[config.mk]
export PLATFORM = sky130hd
export DESIGN_NAME = tri_sar_seq
export DESIGN_NICKNAME = d
export VERILOG_FILES = /design/src/rtl/tri_sar_seq.sv
export SDC_FILE = /design/constraint.sdc
export NUM_CORES = 1
export LEC_CHECK = 0
export BUFFER_PORTS_ARGS = -buffer_cell sky130_fd_sc_hd__buf_4
export CORE_UTILIZATION = 54
export DETAILED_ROUTE_END_ITERATION = 10
export GPL_ROUTABILITY_DRIVEN = 1
export GPL_TIMING_DRIVEN = 0
export PLACE_DENSITY = 0.8
export SLEW_MARGIN = 10
export SYNTH_ARGS = -nofsm -noshare
export SYNTH_HDL_FRONTEND = slang
export SYNTH_SLANG_ARGS = --single-unit
[constraint.sdc]
create_clock -name clk -period 3.6 [get_ports clk]
set_clock_uncertainty 0.2 [all_clocks]
set_input_delay 0.18 -clock clk [delete_from_list [all_inputs] [get_ports clk]]
set_output_delay 0.18 -clock clk [all_outputs]
set_load 0.05 [all_outputs]
[src/rtl/tri_sar_seq.sv]
module tri_sar_seq #(
  parameter int CAPS    = 8,
  parameter int SMP_CYC = 2
) (
  input  logic              clk,
  input  logic              rst_n,
  input  logic              cmp_dec,
  output logic              cmp_strobe,
  output logic              samp_en,
  output logic              link_en,
  output logic [2*CAPS-1:0] pos_msb_lvl,
  output logic [2*CAPS-1:0] pos_lsb_lvl,
  output logic [2*CAPS-1:0] neg_msb_lvl,
  output logic [2*CAPS-1:0] neg_lsb_lvl,
  output logic [CAPS+1:0]   code,
  output logic              done
);
  localparam int NBITS = CAPS + 2;
  localparam int CMAX  = (NBITS > SMP_CYC) ? NBITS : SMP_CYC;
  localparam int CW    = $clog2(CMAX + 1);
  localparam logic [1:0] LV_GND = 2'b00;
  localparam logic [1:0] LV_CM  = 2'b01;
  localparam logic [1:0] LV_REF = 2'b10;
  localparam logic [2*CAPS-1:0] UP_INIT = {CAPS{LV_REF}};
  localparam logic [2*CAPS-1:0] LO_INIT = {CAPS{LV_CM}};

  typedef enum logic [1:0] {ST_CLEAR, ST_SAMPLE, ST_CONV, ST_OPEN} st_t;

  st_t               st;
  logic [CW-1:0]     cnt;
  int                k;
  logic [NBITS-1:0]  wrk, wrk_n;
  logic [2*CAPS-1:0] pm, pl, nm, nl;

  function automatic logic [1:0] lower(input logic [1:0] v);
    return (v == LV_REF) ? LV_CM : LV_GND;
  endfunction

  function automatic logic [2*CAPS-1:0] lower_bank(input logic [2*CAPS-1:0] b);
    logic [2*CAPS-1:0] r;
    for (int i = 0; i < CAPS; i++) r[2*i +: 2] = lower(b[2*i +: 2]);
    return r;
  endfunction

  function automatic logic [2*CAPS-1:0] lower_cap(input logic [2*CAPS-1:0] b, input int idx);
    logic [2*CAPS-1:0] r;
    r = b;
    r[2*idx +: 2] = lower(b[2*idx +: 2]);
    return r;
  endfunction

  assign k = int'(cnt);

  always_comb begin
    wrk_n = wrk;
    if (k < NBITS) wrk_n[NBITS-1-k] = cmp_dec;
  end

  always_ff @(posedge clk or negedge rst_n) begin
    if (!rst_n) begin
      st   <= ST_CLEAR;
      cnt  <= '0;
      wrk  <= '0;
      code <= '0;
      pm   <= UP_INIT;
      nm   <= UP_INIT;
      pl   <= LO_INIT;
      nl   <= LO_INIT;
    end else begin
      case (st)
        ST_CLEAR: begin
          st  <= ST_SAMPLE;
          cnt <= '0;
        end
        ST_SAMPLE: begin
          if (k == SMP_CYC - 1) begin
            st  <= ST_CONV;
            cnt <= '0;
            wrk <= '0;
          end else begin
            cnt <= cnt + CW'(1);
          end
        end
        ST_CONV: begin
          wrk <= wrk_n;
          if (k == 0) begin
            if (cmp_dec) begin
              pm <= lower_bank(pm);
              pl <= lower_bank(pl);
            end else begin
              nm <= lower_bank(nm);
              nl <= lower_bank(nl);
            end
          end else if (k == 1) begin
            if (cmp_dec) pm <= lower_bank(pm);
            else         nm <= lower_bank(nm);
          end else if (k <= NBITS - 2) begin
            if (cmp_dec) pl <= lower_cap(pl, k - 2);
            else         nl <= lower_cap(nl, k - 2);
          end
          if (k == NBITS - 1) begin
            st   <= ST_OPEN;
            code <= wrk_n;
          end else begin
            cnt <= cnt + CW'(1);
          end
        end
        ST_OPEN: begin
          st <= ST_CLEAR;
          pm <= UP_INIT;
          nm <= UP_INIT;
          pl <= LO_INIT;
          nl <= LO_INIT;
        end
        default: st <= ST_CLEAR;
      endcase
    end
  end

  assign cmp_strobe  = (st == ST_CONV);
  assign link_en     = (st == ST_CONV);
  assign samp_en     = (st == ST_SAMPLE);
  assign done        = (st == ST_OPEN);
  assign pos_msb_lvl = pm;
  assign pos_lsb_lvl = pl;
  assign neg_msb_lvl = nm;
  assign neg_lsb_lvl = nl;
endmodule

# Yosys cells after proc, flatten, opt, wreduce, memory -nomap -nowiden
# Cells that the tools add are included.
# totals
reg_bits,90
in_bits,3
out_inout_bits,78
# classes
add_sub_neg,4
magnitude_cmp,4
n_eq_ne,49
n_shift,5
mux,68
reduce_logical,13
# op_table
operator,count
2-to-1 mux 16 bit,16
one-hot mux 16 bit (2 select lines),4
equality test 2 bit (second input constant),36
variable part select 2 x 33 -> 16 bit,2
2-to-1 mux 1 bit,35
negator 6 -> 33 bit,1
variable shift 2 x 33 -> 16 bit (first input constant),1
bitwise mux 16 bit,2
logical NOT 32 bit,1
variable part select 16 x 6 -> 2 bit,2
2-to-1 mux 10 bit,2
one-hot mux 10 bit (2 select lines),1
one-hot mux 4 bit (3 select lines),1
bitwise mux 10 bit,1
AND reduction 2 bit,5
AND reduction 5 bit,2
2-to-1 mux 4 bit,2
inequality test 4 bit (second input constant),2
one-hot mux 2 bit (4 select lines),1
less-than comparator 5 x 6 -> 1 bit (second input constant),1
inequality test 3 x 1 -> 1 bit (second input constant),2
inequality test 3 bit (second input constant),2
greater-or-equal comparator 5 x 1 -> 1 bit (second input constant),1
subtractor 4 x 2 -> 5 bit (second input constant),1
16 further kinds,19

# Longest topological paths before layout
# depth
word_depth,11
ltp_mapped,12
ltp_nobuf,11

# Worst setup path after synthesis
# OpenSTA, ideal clock, no wires.
# synth_timing
path_type,register to register
startpoint,register cnt[2]
endpoint,register nl[12] (netlist: neg_lsb_lvl[12])
setup_time_ns,0.080
arrival_time_ns,2.970
required_time_ns,3.320
setup_slack_ns,0.350
stages_incl_launch_ff,12
path_buffers,1
path_cell_list,dfrtp_1 clkbuf_1 inv_1 ha_1 xnor2_4 and3_2 nand2_1 ha_1 or4b_2 o22ai_1 nand3_1 o221a_2
# synth_via
elab_chain_cells,11
word_cells_on_any_way,21
# synth_rtl
item,line_no,rtl
"start, declared",30,logic [CW-1:0] cnt;
"start signal, assigned",81,cnt <= cnt + CW'(1);
"start signal, assigned",105,cnt <= cnt + CW'(1);
subtractor 4 x 2 -> 5 bit,99,"else nl <= lower_cap(nl, k - 2);"
variable part select 16 x 6 -> 2 bit,48,r[2*idx +: 2] = lower(b[2*idx +: 2]);
equality test 2 bit,36,return (v == LV_REF) ? LV_CM : LV_GND;
2-to-1 mux 1 bit,36,
variable part select 2 x 33 -> 16 bit,48,
bitwise mux 16 bit,48,
2-to-1 mux 16 bit,98,"if (cmp_dec) pl <= lower_cap(pl, k - 2);"
2-to-1 mux 16 bit,97,end else if (k <= NBITS - 2) begin
2-to-1 mux 16 bit,94,end else if (k == 1) begin
2-to-1 mux 16 bit,86,if (k == 0) begin
one-hot mux 16 bit (2 select lines),70,case (st)
"end signal, assigned",92,nl <= lower_bank(nl);
"end signal, assigned",99,
"end, declared",33,"logic [2*CAPS-1:0] pm, pl, nm, nl;"
# Several ways; a longest one is shown, not always the timed one. The select of a mux whose other input is x is not followed.
# A chain may end at the register's enable or synchronous reset.

# Worst setup path after layout
# layout_timing
startpoint,register cnt[2]
endpoint,register pl[8] (netlist: pos_lsb_lvl[8])
# layout_via
elab_chain_cells,11
word_cells_on_any_way,21
# layout_rtl
item,line_no,rtl
subtractor 4 x 2 -> 5 bit,98,
variable part select 16 x 6 -> 2 bit,48,
equality test 2 bit,36,
2-to-1 mux 1 bit,36,
variable part select 2 x 33 -> 16 bit,48,
bitwise mux 16 bit,48,
2-to-1 mux 16 bit,98,
2-to-1 mux 16 bit,97,
2-to-1 mux 16 bit,94,
2-to-1 mux 16 bit,86,
one-hot mux 16 bit (2 select lines),70,
"end signal, assigned",89,pl <= lower_bank(pl);
"end signal, assigned",98,
"end, declared",33,
# Several ways; a longest one is shown, not always the timed one. The select of a mux whose other input is x is not followed.

==> run_summary.xml <==
<?xml version="1.0" encoding="UTF-8"?>
<metrics>
  <group name="timing">
    <metric name="whs" unit="ns">0.0365</metric>
    <metric name="tightestPinTransition" unit="ns">0.743</metric>
    <metric name="highest_attainable_clock_frequency" unit="GHz">0.296</metric>
    <metric name="timing.final.crit_share" unit="%">93.9</metric>
    <metric name="slew_headroom" unit="%">50.5</metric>
    <metric name="slew_viol_final" unit="">0</metric>
    <metric name="setup_viol" unit="">0</metric>
    <metric name="finalHoldViolations" unit="">0</metric>
    <metric name="min_period" unit="ns">3.38</metric>
    <metric name="setup_tns" unit="ns">0</metric>
    <metric name="setup_repair_after_global_routing_missed_its_margin" unit="">no</metric>
  </group>
  <group name="critical_path">
    <metric name="cpMaxStageDelayCell" unit="">or4b_2</metric>
    <metric name="reg2reg_slack" unit="ns">0.22</metric>
    <metric name="critical_path_class" unit="">flip-flop to flip-flop</metric>
    <metric name="worstRegToRegCells" unit="">10</metric>
    <metric name="r2r-start" unit="">cnt[2]</metric>
    <metric name="worst_endpoint_required_time" unit="ns">3.65</metric>
    <metric name="timing.critical_path.to" unit="">pos_lsb_lvl[8]</metric>
    <metric name="worstSetupEndpointType" unit="">flip-flop</metric>
    <metric name="critical-path-max-stage-delay" unit="ns">0.65</metric>
    <metric name="crit_chain" unit="">inv_1, ha_2, xnor2_4, and3_2, nand2_1, ha_1, or4b_2, o22ai_2, nor2b_1, a21oi_1</metric>
    <metric name="cp.arrival" unit="ns">3.43</metric>
    <metric name="startpoint_type" unit="">flip-flop</metric>
    <metric name="timing.critical_path.fanout_max" unit="">10</metric>
    <metric name="rr_endpoint" unit="">pos_lsb_lvl[8]</metric>
    <metric name="startpoint" unit="">cnt[2]</metric>
  </group>
  <group name="route">
    <metric name="drtPass1Iterations" unit="">4</metric>
    <metric name="via_density" unit="">5.45</metric>
    <metric name="routed_wl" unit="um">7940</metric>
    <metric name="drc" unit="">0</metric>
    <metric name="drt-wirelength-per-cell" unit="um">14.5</metric>
    <metric name="ant_nets" unit="">0</metric>
    <metric name="dr.first_iter.drc_count" unit="">142</metric>
    <metric name="vias_post_dr" unit="">2982</metric>
  </group>
  <group name="power_and_ir_drop">
    <metric name="p_sw" unit="W">0.000513</metric>
    <metric name="p_seq_share" unit="%">44.5</metric>
    <metric name="power.share.combinational" unit="%">19.0</metric>
    <metric name="power_report.internal_total" unit="W">0.00114</metric>
    <metric name="cellPowerDensity" unit="nW/um2">377</metric>
    <metric name="p_sw_share" unit="%">31.1</metric>
    <metric name="power.ir.vdd_worst" unit="uV">277</metric>
    <metric name="power_frac_clock" unit="%">36.4</metric>
    <metric name="power.leakage" unit="nW">2.18</metric>
  </group>
  <group name="floorplanning">
    <metric name="initial_util" unit="%">55.8</metric>
    <metric name="die-area" unit="um2">6850</metric>
    <metric name="floorplan.core_area" unit="um2">6310</metric>
    <metric name="die_y" unit="um">82.8</metric>
    <metric name="chipWidth" unit="um">82.8</metric>
    <metric name="top_level_ports" unit="">81</metric>
    <metric name="std_cell_rows" unit="">29</metric>
  </group>
  <group name="synth">
    <metric name="synth.avg_cell_area" unit="um2">9.40</metric>
    <metric name="yosysSeqAreaShare" unit="%">43.2</metric>
    <metric name="ys.flop_type" unit="">dfrtp_1</metric>
    <metric name="synth.cell_area" unit="um2">3520</metric>
    <metric name="synth-seq-cells" unit="">60</metric>
    <metric name="synthCells" unit="">375</metric>
    <metric name="number_of_synthesized_flops_with_an_enable_pin" unit="">0</metric>
    <metric name="yosysMostFrequentCell" unit="">nand2_1</metric>
    <metric name="yosys.area.top_type_share" unit="%">29.8</metric>
    <metric name="synth.area.top_cells" unit="">dfrtp_1 (30%), dfstp_2 (13%), ha_1 (6.7%)</metric>
    <metric name="synthArstFlopShare" unit="%">100</metric>
    <metric name="synth_warnings" unit="">0</metric>
    <metric name="synth_top_cells_by_count" unit="">nand2_1 (43), dfrtp_1 (42), a21oi_1 (32)</metric>
    <metric name="synth.largest_area_cell" unit="">dfrtp_1</metric>
    <metric name="yosys.cell_types.count" unit="">58</metric>
  </group>
  <group name="run_status">
    <metric name="outcome" unit="">complete, no violations</metric>
  </group>
  <group name="cells_and_area">
    <metric name="finish.utilization" unit="%">69.2</metric>
    <metric name="final_layout_size_suffix_gt1_share" unit="%">31.7</metric>
    <metric name="final_nets" unit="">487</metric>
    <metric name="antenna_cells_inserted" unit="">0</metric>
    <metric name="areaGrowthSynthToFinish" unit="%">24.0</metric>
  </group>
  <group name="global_routing">
    <metric name="grt_first_pass_wirelength" unit="um">12700</metric>
    <metric name="first_global_vias" unit="">2742</metric>
    <metric name="grt.total_usage" unit="%">24.5</metric>
    <metric name="antenna_found_initial" unit="">0</metric>
    <metric name="global_route.overflow_total" unit="">0</metric>
    <metric name="grt_start_max_net_pins" unit="">61</metric>
  </group>
  <group name="placement">
    <metric name="dp.final_hpwl" unit="um">5690</metric>
    <metric name="gp_congestion" unit="">0.814</metric>
    <metric name="io_buffer_count" unit="">64</metric>
  </group>
  <group name="clocking">
    <metric name="htree_levels" unit="">3</metric>
    <metric name="ctsLongestPathBuffers" unit="">2</metric>
    <metric name="worst_skew_pair.late_latency" unit="ns">0.34</metric>
    <metric name="clock_slew_seen_by_the_registers_of_the_worst_setup_and_hold_paths" unit="ns">0.07</metric>
    <metric name="cts-buffers-inserted" unit="">9</metric>
    <metric name="post_cts.repair.setup_buffers" unit="">0</metric>
    <metric name="clock_sinks" unit="">60</metric>
    <metric name="ctsRootBufferMaster" unit="">clkbuf_8</metric>
    <metric name="tritoncts" unit="">done</metric>
  </group>
  <group name="hold_path">
    <metric name="holdCritPathClass" unit="">primary input to flip-flop</metric>
  </group>
  <group name="flow_run">
    <metric name="maxCapViolCount" unit="">0</metric>
  </group>
</metrics>
==> worst min-delay path by stage <==
stage,start,endpoint,slack [ns],cells past startpoint
3_5_place_dp,rst_n,neg_msb_lvl[12],0.1,1
2_1_floorplan,rst_n,cnt[0],-0.32,0
3_3_place_gp,rst_n,code[7],0.09,1
4_1_cts,cmp_dec,pos_msb_lvl[13],0.05,4
6_report,cmp_dec,pos_msb_lvl[13],0.04,4
5_1_grt,cmp_dec,pos_msb_lvl[13],0.09,4
==> state kept, by name, indices dropped and copies added, names as in the netlist <==
name and flops:
code 10, wrk 10, neg_msb_lvl 9, pos_msb_lvl 9, neg_lsb_lvl 8, pos_lsb_lvl 8
cnt 4, st 2
==> stage by stage <==
step | cells | setup slack, ns | power [W] | area (um2)
after floorplan | 390 | 0.350 | 0.000972 | 3580
after global placement | 531 | -0.0545 | 0.00105 | 4160
after detailed placement | 531 | -0.154 | 0.00106 | 4160
after CTS | 547 | 0.0663 | 0.00165 | 4360
after global routing | 547 | 0.0697 | 0.00171 | 4370
final | 547 | 0.220 | 0.00165 | 4370
==> layer usage <==
layer  vias to the layer above  share of wire [%]  track usage [%]
met5                         -                  0                0
met2                        85                 51             41.3
li1                       1440                  -                -
met3                        14                4.6             4.48
met4                         0                1.3             7.59
met1                      1443                 44             31.8
==> cells by family after synthesis <==
group,after synthesis,synth area share [%]
compound gates,96,16.5
fa+ha+maj,19,6.74
other cells,1,0.106
simple gates,114,16.4
buf+inv,66,10.6
mux,15,4.30
xor+xnor,4,2.06
flops,60,43.2
==> critical path: cells and delay by family, from the launching register on <==
kind,cells,cell delay [ns]
adder cells (fa/ha/maj),2,0.56
buffers and inverters,1,0.18
flip-flops,1,0.48
AO/OA/AOI/OAI,2,0.31
XOR/XNOR,1,0.20
AND/OR/NAND/NOR,4,1.35
==> final cells by class <==
cell class	instances	area (um2)
clock inverters	5	52.6
clock buffers	11	141
flip-flops and latches	60	1530
repair buffers	65	490
well taps	77	96.3
fillers	507	1940
multi-input cells	264	1690
plain buffers	43	288
inverters	22	82.6
==> what timing repair did <==
action / in CTS / in global routing
endpoints found under the hold margin: 42 / 0
resized for setup: 2 / 4
endpoints found under the setup margin: 11 / 10
hold buffers: 1 / 0
==> power by group through the flow <==
stage	registers (W)	logic (W)	clock network, W
final	0.000735	0.000314	0.000601
after global routing	0.000739	0.000335	0.000638
after CTS	0.000735	0.000315	0.000602
after detailed placement	0.000746	0.000314	0
after global placement	0.000744	0.000309	0
after floorplan	0.000844	0.000128	0
==> layout by cell type, fill, tap and decap left out, drive strengths merged, types with 4 or more instances in the layout <==
cell,n
a21oi,32
buf,97
clkbuf,21
conb,16
dfrtp,42
dfstp,18
ha,19
inv,22
mux2i,14
nand2,44
nand2b,4
nand3,10
nor2,24
nor2b,4
o21ai,29
o221a,5
o22ai,12
Power figures use the tool's default switching activity.
